## src/rtl/bitclk_pkg.sv

```systemverilog
package bitclk_pkg;
  // Tick source selector values as seen on src_sys
  typedef enum logic {
    SRC_PIN = 1'b0,
    SRC_SYS = 1'b1
  } tick_src_e;

  localparam int unsigned BYTE_W = 8;
endpackage

```

## src/rtl/bitclk_tc_regs.sv

```systemverilog
module bitclk_tc_regs #(
  parameter int unsigned BYTE_W = 8,
  localparam int unsigned TC_W = 2 * BYTE_W
) (
  input  logic              clk,
  input  logic              rst_n,
  input  logic [BYTE_W-1:0] wdata,
  input  logic              lo_we,
  input  logic              hi_we,
  output logic [TC_W-1:0]   tc
);
  logic [BYTE_W-1:0] lo_q, hi_q;

  always_ff @(posedge clk) begin
    if (!rst_n) begin
      lo_q <= '0;
      hi_q <= '0;
    end else begin
      if (lo_we) lo_q <= wdata;
      if (hi_we) hi_q <= wdata;
    end
  end

  assign tc = {hi_q, lo_q};
endmodule

```

## src/rtl/bitclk_pin_sync.sv

```systemverilog
module bitclk_pin_sync #(
  parameter int unsigned STAGES = 2
) (
  input  logic clk,
  input  logic rst_n,
  input  logic pin,
  output logic rise_tick
);
  localparam int unsigned CHAIN_W = STAGES + 1;
  logic [CHAIN_W-1:0] chain;

  always_ff @(posedge clk) begin
    if (!rst_n) chain <= '0;
    else        chain <= {chain[CHAIN_W-2:0], pin};
  end

  // chain[STAGES-1] is the settled sample; chain[STAGES] is one cycle older
  assign rise_tick = chain[STAGES-1] & ~chain[STAGES];
endmodule

```

## src/rtl/bitclk_half_counter.sv

```systemverilog
module bitclk_half_counter #(
  parameter int unsigned TC_W = 16,
  localparam int unsigned CNT_W = TC_W + 1
) (
  input  logic            clk,
  input  logic            rst_n,
  input  logic            tick,
  input  logic [TC_W-1:0] tc,
  output logic            term,
  output logic            hit,
  output logic            bclk
);
  logic [CNT_W-1:0] cnt;

  // Terminal count: a tick arrives while the count is exhausted
  assign term = tick && (cnt == '0);

  always_ff @(posedge clk) begin
    if (!rst_n) begin
      cnt  <= '0;
      bclk <= 1'b0;
      hit  <= 1'b0;
    end else begin
      hit <= term;
      if (term) begin
        cnt  <= {1'b0, tc} + CNT_W'(1);
        bclk <= ~bclk;
      end else if (tick) begin
        cnt <= cnt - CNT_W'(1);
      end
    end
  end
endmodule

```

## src/rtl/bitclk_zc_flag.sv

```systemverilog
module bitclk_zc_flag (
  input  logic clk,
  input  logic rst_n,
  input  logic set_evt,
  input  logic clr,
  input  logic irq_en,
  output logic status,
  output logic irq
);
  always_ff @(posedge clk) begin
    if (!rst_n)       status <= 1'b0;
    else if (set_evt) status <= 1'b1;
    else if (clr)     status <= 1'b0;
  end

  assign irq = status & irq_en;
endmodule

```

## src/rtl/bitclk_gen.sv

```systemverilog
module bitclk_gen #(
  parameter int unsigned BYTE_W      = bitclk_pkg::BYTE_W,
  parameter int unsigned SYNC_STAGES = 2,
  localparam int unsigned TC_W       = 2 * BYTE_W
) (
  input  logic              clk,
  input  logic              rst_n,
  input  logic [BYTE_W-1:0] tc_wdata,
  input  logic              tc_lo_we,
  input  logic              tc_hi_we,
  input  logic              run_en,
  input  logic              src_sys,
  input  logic              ext_clk,
  input  logic              zc_clear,
  input  logic              zc_irq_en,
  output logic              bit_clk,
  output logic              zc_pulse,
  output logic              zc_status,
  output logic              zc_irq
);
  import bitclk_pkg::*;

  logic [TC_W-1:0] tc;
  logic            pin_tick;
  logic            src_tick;
  logic            tick;
  logic            term;

  bitclk_tc_regs #(.BYTE_W(BYTE_W)) u_regs (
    .clk   (clk),
    .rst_n (rst_n),
    .wdata (tc_wdata),
    .lo_we (tc_lo_we),
    .hi_we (tc_hi_we),
    .tc    (tc)
  );

  bitclk_pin_sync #(.STAGES(SYNC_STAGES)) u_sync (
    .clk       (clk),
    .rst_n     (rst_n),
    .pin       (ext_clk),
    .rise_tick (pin_tick)
  );

  always_comb begin
    unique case (tick_src_e'(src_sys))
      SRC_SYS: src_tick = 1'b1;
      default: src_tick = pin_tick;
    endcase
  end

  assign tick = src_tick & run_en;

  bitclk_half_counter #(.TC_W(TC_W)) u_cnt (
    .clk   (clk),
    .rst_n (rst_n),
    .tick  (tick),
    .tc    (tc),
    .term  (term),
    .hit   (zc_pulse),
    .bclk  (bit_clk)
  );

  bitclk_zc_flag u_flag (
    .clk     (clk),
    .rst_n   (rst_n),
    .set_evt (term),
    .clr     (zc_clear),
    .irq_en  (zc_irq_en),
    .status  (zc_status),
    .irq     (zc_irq)
  );
endmodule

```

## config.mk

```make
export PLATFORM = sky130hd
export DESIGN_NAME = bitclk_gen
export DESIGN_NICKNAME = d
export VERILOG_FILES = /design/src/rtl/bitclk_pkg.sv /design/src/rtl/bitclk_tc_regs.sv /design/src/rtl/bitclk_pin_sync.sv /design/src/rtl/bitclk_half_counter.sv /design/src/rtl/bitclk_zc_flag.sv /design/src/rtl/bitclk_gen.sv
export SDC_FILE = /design/constraint.sdc
export NUM_CORES = 1
export LEC_CHECK = 0
export BUFFER_PORTS_ARGS = -buffer_cell sky130_fd_sc_hd__buf_4
export CORE_MARGIN = 5
export CORE_UTILIZATION = 63
export DETAILED_ROUTE_END_ITERATION = 6
export PLACE_DENSITY = 0.93
export SYNTH_ARGS = -nofsm -noshare
export SYNTH_HDL_FRONTEND = slang
export SYNTH_SLANG_ARGS = --single-unit
```

## constraint.sdc

```tcl
create_clock -name clk -period 4.4 [get_ports clk]
set_clock_uncertainty 0.2 [all_clocks]
set_input_delay 0.44 -clock clk [delete_from_list [all_inputs] [get_ports clk]]
set_output_delay 0.44 -clock clk [all_outputs]
set_load 0.01 [all_outputs]
```

## Word-level counts from Yosys, hierarchy flattened

Cells that the tools add are included.

- Add/sub/neg operators: 2
- Muxes and demuxes: 5
- Bitwise operators: 5
- Reduce and logical (&&, ||, !) cells: 4

Operators with widths:

| cell | count |
|---|---|
| two-way mux 17 bit | 2 |
| adder 16 x 1 -> 17 bit (second input constant) | 1 |
| logical NOT 17 bit | 1 |
| subtractor 17 x 1 -> 17 bit (second input constant) | 1 |
| nonzero test 2 bit | 2 |
| AND 1 bit | 3 |
| two-way mux 1 bit | 3 |
| NOT 1 bit | 2 |
| logical AND 1 bit | 1 |

- Register bits: 39
- Input bits: 17
- Logic and storage cells: 23

## Longest topological paths before layout

Gate-level depths: netlist of the first run.

- Depth in word-level cells: 6
- Depth in mapped cells: 8

## Modules after synthesis

Synthesis of the first run repeated with hierarchy kept, for this count alone.

- Cell total of the unflattened synthesis: 238
- Area, all modules: 2193.4 µm²

Modules (own cells, without submodules):

| module | instances | cells an instance | area an instance (µm²) | seq. area each (µm²) |
|---|---|---|---|---|
| bitclk_half_counter | 1 | 175 | 1436.4 | 380.4 |
| bitclk_tc_regs | 1 | 51 | 608.1 | 320.3 |
| bitclk_pin_sync | 1 | 7 | 92.6 | 60.1 |
| bitclk_zc_flag | 1 | 4 | 48.8 | 20.0 |
| bitclk_gen | 1 | 1 | 7.5 | 0.0 |

## Least setup slack after synthesis of the first run

OpenSTA, ideal clock, no wires.

- Path type: reg-to-reg
- Start point: reg u_cnt.cnt[11]
- End point: reg u_cnt.cnt[0]
- Arrival: 2.367 ns
- Required time: 4.125 ns
- Slack: 1.759 ns
- Stages on the path, launching flop included: 7
- Period minus slack after synthesis: 2.641 ns
- Cells stage by stage: dfxtp_1 > or4_4 > or3_4 > or4_1 > buf_2 > or3_1 > a31oi_1

- Cells in the longest elaborated chain, start to end: 3
- Elaborated cells on any way between the ends: 4
- Classes of those cells: 1 x mux; 3 x reduce/logical

RTL lines:

| what | RTL line | text |
|---|---|---|
| from (decl) | bitclk_half_counter.sv:13 | `logic [CNT_W-1:0] cnt;` |
| from (signal assigned) | bitclk_half_counter.sv:26 | `cnt <= {1'b0, tc} + CNT_W'(1);` |
| from (signal assigned) | bitclk_half_counter.sv:29 | `cnt <= cnt - CNT_W'(1);` |
| logical NOT 17 bit (*) | bitclk_half_counter.sv:16 | `assign term = tick && (cnt == '0);` |
| logical AND 1 bit (*) | bitclk_half_counter.sv:16 |  |
| two-way mux 17 bit / nonzero test 2 bit (equally long branches) | - |  |

Every way passes the cells marked *; elsewhere a longest branch is shown, timed or not.
A chain may end at the register's enable or synchronous reset.

## Final worst setup path of the first run

Ends and elaborated chain as after synthesis.

==> out/qor.yml, run 1 <==
timing:
  relSlewSlack: 0.403
  slew_viol_final: 0
  period_needed_ns: 3.00
  fmax_mhz: 334
  rsz0062_at_grt: "no"
  timing.final.ws_setup_ns: 1.40
  setup_viol: 0
  finalHoldViolCount: 0
  worst_slew_pin_slew_ns: 0.888
  min_period_over_period: 0.681
  tns_ns: 0
placed_design:
  io_buffers: 20
  pre_cts_ws_ns: 1.44
  post-dp-hpwl_mm: 3.51
  finalWeightedCongestion: 0.923
run:
  cap_viol_max_count: 0
yosys:
  yosysTopAreaCellShare: 0.371
  ys_async_sr_fraction: 0
  yosysTopAreaCell: "dfxtp_1"
  synth-seq-area-share: 0.371
  synth_top_family_by_area: "simple AND/OR/NAND/NOR gates"
  synth_compound_area_frac: 0.151
  yosysWarnings: 0
  syn-cell-area_sq_um: 2100
  synth-adder-area-share: 0.0179
  synthMuxAreaShare: 0.0857
  yosys-top-cells-area: "dfxtp_1 37%, mux2i_1 8.6%, nor2_1 5.4%"
  synthCells: 252
  synth-seq-cells: 39
  syn_nets: 272
  synth_edf_count: 0
  synth_ff_type: "dfxtp_1"
  synthXorXnorAreaFrac: 0.0583
  syn_avg_cell_area_sq_um: 8.34
  synth_simple_gate_area_frac: 0.275
  synth.most_common_cell: "dfxtp_1"
  synth.distinct_cells: 43
  synthTopCellsByCount: "39 x dfxtp_1, 30 x nor2_1, 18 x mux2i_1, 18 x nand2_1"
cts:
  cts_setup_buffers: 0
  clock-sinks: 39
  h-tree-depth: 2
  tritoncts: "built"
  root_buffer: "clkbuf_4"
  cts_inserted_buffers: 5
  clockBufferDepth: 2
  path_clk_slew_ns: 0.11
  hold_buffers: 0
  cts_resized: 0
  clock_latency_ns: 0.34
floorplan:
  ioPinCount: 21
  die_x_microns: 67.8
  initial_utilization: 0.640
  rows: 21
  dieArea_sq_um: 4590
  die_h_microns: 67.8
  core_area_sq_um: 3280
run_status:
  status: "finished, final reports clean"
setup_path:
  critical_path_arrival_ns: 3.07
  r2r_start: "u_cnt.cnt[11]$_SDFFE_PN0P_"
  rr_endpoint: "u_cnt.cnt[0]$_SDFFE_PN0P_"
  worst-path-max-fanout: 18
  r2r_cells: 5
  path_class: "reg -> reg"
  critPathLaunchType: "flip-flop"
  critPathRequiredTime_ns: 4.47
  ff2ff_setup_slack_ns: 1.40
  end_kind: "flip-flop"
drt:
  route.detailed.drc: 0
  num_vias: 1901
  vias_per_cell: 6.07
  drt-pass1-iter-count: 4
  drt_iter0_markers: 114
  wl_mm: 4.75
  avgRoutedWirePerCell_microns: 15.2
  detail-route-antenna-nets: 0
power_and_ir_drop:
  power.leakage_uw: 0.000903
  power.density_nw_per_um2: 388
  peakVddDrop_mv: 0.237
worst_hold_path:
  hold_path_end: "u_sync.chain[0]$_SDFF_PN0_"
  min_path_type: "in -> reg"
  worstHoldStart: "ext_clk"
  min_path_cells: 2
global_route:
  gr-total-overflow: 0
  grt_max_degree: 26
  grt_pass1_wl_mm: 8.02
  gr-usage-all-layers: 0.232
  antenna_found_initial: 0
  grt_pass1_vias: 1760
cells_and_area:
  area_delta_synth_final_pct: 10.4
  fill_cells: 247
  layout.nets: 286
  drive_gt1_frac: 0.131
  antenna_cells: 0
[metrics by stage]
stage | total power [uW] | std cells | hold slack (ns) | cell area, sq um | util
3_5_place_dp | 722 | 305 | 0.231 | 2270 | 0.690
2_1_floorplan | 649 | 252 | 0.212 | 2100 | -
4_1_cts | 897 | 313 | 0.0956 | 2320 | 0.706
3_3_place_gp | 710 | 305 | 0.218 | 2270 | 0.690
6_report | 900 | 313 | 0.0990 | 2320 | 0.706
5_1_grt | 955 | 313 | 0.0908 | 2320 | 0.706
[layout by cell type (no fill, tap or decap), types with 3 or more instances in the layout]
master,count
a211o_1,3
a21oi_1,9
a31oi_1,6
and2_1,6
and4_1,3
buf_4,22
clkbuf_4,5
dfxtp_1,39
ha_1,3
inv_1,7
mux2i_1,18
nand2_1,18
nand2b_1,4
nand3_1,8
nand4_1,7
nor2_1,30
nor2b_1,3
nor3_1,4
nor4_1,5
o21ai_0,12
o31ai_1,6
or3_1,4
or4_1,4
xnor2_1,11
xor2_1,3
[final cells by class]
| type | count | area (sq um) | share of cell area |
|---|---|---|---|
| multi-input cells | 191 | 1240 | 0.533 |
| flip-flops and latches | 39 | 781 | 0.337 |
| repair buffers | 22 | 165 | 0.0712 |
| well taps | 46 | 57.6 | 0.0248 |
| clock buffers | 6 | 41.3 | 0.0178 |
| inverters | 7 | 26.3 | 0.0113 |
| clock inverters | 2 | 12.5 | 0.00539 |
[report_power, final]
group          internal [uW]  leakage, uW  switching, uW  total, uW
clock                   61.7    0.0000282            117        179
sequential               391     0.000320           42.0        433
combinational            128     0.000555            160        288
[state kept, by name, indices dropped and copies added (netlist names)]
| signal | flops |
|---|---|
| u_cnt.cnt | 17 |
| u_regs.hi_q | 8 |
| u_regs.lo_q | 8 |
| u_sync.chain | 3 |
| u_cnt.bclk | 1 |
| u_cnt.hit | 1 |
| u_flag.status | 1 |
[critical path: stages (launching register included)]
cell	delay [ns]
dfxtp_1	0.37
or4_4	0.56
or3_4	0.41
or4_1	0.82
or3_1	0.41
a31oi_1	0.16
[cell families after synthesis]
logic type,after synthesis
AO/OA/AOI/OAI,49
adder cells (fa/ha/maj),3
multiplexers,18
XOR/XNOR,14
buffers and inverters,22
flip-flops,39
AND/OR/NAND/NOR,107
[how the worst max path moves through the flow]
| stage | depth (start not counted) | endpoint | start | slack [ns] |
|---|---|---|---|---|
| after floorplan | 6 | u_cnt.cnt[0]$_SDFFE_PN0P_ | u_cnt.cnt[11]$_SDFFE_PN0P_ | 1.76 |
| after global placement | 5 | u_cnt.cnt[0]$_SDFFE_PN0P_ | u_cnt.cnt[11]$_SDFFE_PN0P_ | 1.48 |
| after detailed placement | 5 | u_cnt.cnt[0]$_SDFFE_PN0P_ | u_cnt.cnt[11]$_SDFFE_PN0P_ | 1.44 |
| after CTS | 5 | u_cnt.cnt[0]$_SDFFE_PN0P_ | u_cnt.cnt[11]$_SDFFE_PN0P_ | 1.42 |
| after global routing | 5 | u_cnt.cnt[0]$_SDFFE_PN0P_ | u_cnt.cnt[11]$_SDFFE_PN0P_ | 1.27 |
| final | 5 | u_cnt.cnt[0]$_SDFFE_PN0P_ | u_cnt.cnt[11]$_SDFFE_PN0P_ | 1.40 |
[per-layer routing]
metal | vias up | track usage | part of all wire
met5 | - | 0 | 0
met4 | 0 | 0.0759 | 0.010
met3 | 5 | 0.0466 | 0.060
met2 | 67 | 0.397 | 0.51
met1 | 884 | 0.288 | 0.42
li1 | 945 | - | -
Note: power is estimated with default switching activity, not from simulation.
==> inputs of run 2 (changes only) <==
--- a/config.mk
+++ b/config.mk
@@ -7,9 +7,9 @@
 export LEC_CHECK = 0
 export BUFFER_PORTS_ARGS = -buffer_cell sky130_fd_sc_hd__buf_4
 export CORE_MARGIN = 5
-export CORE_UTILIZATION = 63
+export CORE_UTILIZATION = 53
 export DETAILED_ROUTE_END_ITERATION = 6
-export PLACE_DENSITY = 0.93
+export PLACE_DENSITY = 0.85
 export SYNTH_ARGS = -nofsm -noshare
 export SYNTH_HDL_FRONTEND = slang
 export SYNTH_SLANG_ARGS = --single-unit
==> constraint.sdc (replaced) <==
create_clock -name clk -period 2.5 [get_ports clk]
set_clock_uncertainty 0.2 [all_clocks]
set_input_delay 0.25 -clock clk [delete_from_list [all_inputs] [get_ports clk]]
set_output_delay 0.25 -clock clk [all_outputs]
set_load 0.01 [all_outputs]
==> out/qor.yml, run 2 (synthesis results as in run 1) <==
setup_path:
  cp.depth: 5
  critical_path_arrival_ns: 2.52
  path_class: "reg -> reg"
  critPathRequiredTime_ns: 2.54
  cp-startpoint: "u_cnt.cnt[14]$_SDFFE_PN0P_"
  r2r_start: "u_cnt.cnt[14]$_SDFFE_PN0P_"
  cpMostUsedCell: "or4_4"
  r2r_cells: 5
  cp_cell_sequence: "or4_4 -> or3_4 -> or4_4 -> or3_1 -> a31oi_1"
  worst-path-max-fanout: 9
  rr_endpoint: "u_cnt.cnt[0]$_SDFFE_PN0P_"
  crit_slowest_cell: "or4_4"
  crit_path_end: "u_cnt.cnt[0]$_SDFFE_PN0P_"
  end_kind: "flip-flop"
  crit_buf_inv: 0
  cpLargestDelayFamily: "simple AND/OR/NAND/NOR gates"
  cpPeakStageDelay_ns: 0.54
  ff2ff_setup_slack_ns: 0.02
  critPathLaunchType: "flip-flop"
cts:
  clock-sinks: 39
  path_clk_slew_ns: 0.08
  clock_latency_ns: 0.30
  tritoncts: "built"
  h-tree-depth: 2
  root_buffer: "clkbuf_8"
  cts_inserted_buffers: 5
  clockBufferDepth: 2
cells_and_area:
  top_register: "u_cnt.cnt"
  layout_commonest_cell: "dfxtp_1"
  fin_cells: 335
  area_delta_synth_final_pct: 21.5
  layout.nets: 306
  most-common-layout-cells: "38 x dfxtp_1, 35 x buf_4, 30 x nor2_1"
  multi_input_area_sq_um: 1250
  design_area_sq_um: 2550
  regArea_sq_um: 782
  drive_gt1_frac: 0.181
  antenna_cells: 0
  fin_util: 0.682
  top_regs: "u_cnt.cnt (17), u_regs.hi_q (8), u_regs.lo_q (8)"
  largest_register_ffs: 17
  fill_cells: 314
run:
  cap_viol_max_count: 0
drt:
  detail-route-antenna-nets: 0
  num_vias: 1938
  vias_per_cell: 5.79
  route.detailed.drc: 0
  wl_mm: 5.28
  drt-pass1-iter-count: 4
  drt_iter0_markers: 203
  avgRoutedWirePerCell_microns: 15.7
floorplan:
  die_x_microns: 73.0
  core_area_sq_um: 3740
  dieArea_sq_um: 5330
  die_h_microns: 73.0
  rows: 22
  initial_utilization: 0.561
  ioPinCount: 21
global_route:
  use_met3: 0.0537
  antenna_found_initial: 0
  grt_pass1_vias: 1839
  gr-total-overflow: 0
  grt_use_met2: 0.342
  gr-max-usage-layer: "met2"
  grt_pass1_wl_mm: 8.67
  grt_util_met1: 0.271
  gr-usage-all-layers: 0.212
  grt_max_degree: 23
placed_design:
  pre_cts_ws_ns: 0.0170
  post-dp-hpwl_mm: 3.69
  io_buffers: 20
  placed_cells: 318
  placed_area_sq_um: 2360
  finalWeightedCongestion: 0.925
timing:
  rsz0062_at_grt: "yes"
  tns_ns: 0
  fmax_mhz: 403
  finalHoldViolCount: 0
  min_period_over_period: 0.993
  worst_slew_pin_slew_ns: 0.526
  setup_viol: 0
  period_needed_ns: 2.48
  relSlewSlack: 0.646
  timing.final.ws_setup_ns: 0.0181
  slew_viol_final: 0
power_and_ir_drop:
  power.leakage_uw: 0.00102
  power.density_nw_per_um2: 734
  peakVddDrop_mv: 0.506
run_status:
  status: "finished, final reports clean"
worst_hold_path:
  min_path_type: "in -> reg"
## run 2: changes by cell type in the layout (fill, tap and decap cells not counted), moves of 4 or more
cell,previous run,this run
buf_4,22,35
clkbuf_8,0,7
dlygate4sd3_1,0,6
clkbuf_4,5,0
o21ai_0,12,8
o21ai_1,1,5
## run 2: worst register-to-register path: stages (launching register included)
cell and delay (ns):
dfxtp_2 0.34, or4_4 0.54, or3_4 0.36, or4_4 0.50, or3_1 0.33, a31oi_1 0.15
## run 2: cell type report
| type | instances | share of cell area |
|---|---|---|
| multi-input cells | 191 | 0.489 |
| flip-flops and latches | 39 | 0.306 |
| repair buffers | 42 | 0.131 |
| clock buffers | 7 | 0.0377 |
| well taps | 48 | 0.0235 |
| inverters | 7 | 0.0103 |
| clock inverters | 1 | 0.00294 |
## run 2: power by group
part           total (uW)  internal, uW  switching (uW)
clock                 490           251             239
sequential            764           689            75.2
combinational         623           306             317
## run 2: layer usage
layer	vias to the layer above	part of all wire	wire [microns]
li1	982	-	-
met1	893	0.45	2390
met2	54	0.48	2550
met3	9	0.047	247
met4	0	0.017	92
met5	-	0	0
## run 2: what timing repair did
item / CTS / global route
hold endpoints to repair: 8 / 0
gates resized for setup: 0 / 6
setup endpoints to repair: 0 / 11
buffers inserted: 0 / 3
hold buffers: 6 / 0
## run 2: how the worst min path moves through the flow
stage,startpoint,to,slack (ns),depth (start not counted)
after floorplan,ext_clk,u_sync.chain[0]$_SDFF_PN0_,0.18,1
after global placement,u_sync.chain[0]$_SDFF_PN0_,u_sync.chain[1]$_SDFF_PN0_,0.23,1
after detailed placement,u_sync.chain[0]$_SDFF_PN0_,u_sync.chain[1]$_SDFF_PN0_,0.25,1
after CTS,tc_wdata[4],u_regs.lo_q[4]$_SDFFE_PN0P_,0.002,3
after global routing,tc_wdata[4],u_regs.lo_q[4]$_SDFFE_PN0P_,0.01,3
final,tc_wdata[4],u_regs.lo_q[4]$_SDFFE_PN0P_,0.009,3
## run 2: through the flow
stage                     power, uW  hold WS (ns)
after global placement         1340         0.228
final                          1880       0.00926
after CTS                      1860       0.00184
after detailed placement       1370         0.253
after global routing           1980        0.0131
after floorplan                1160         0.177
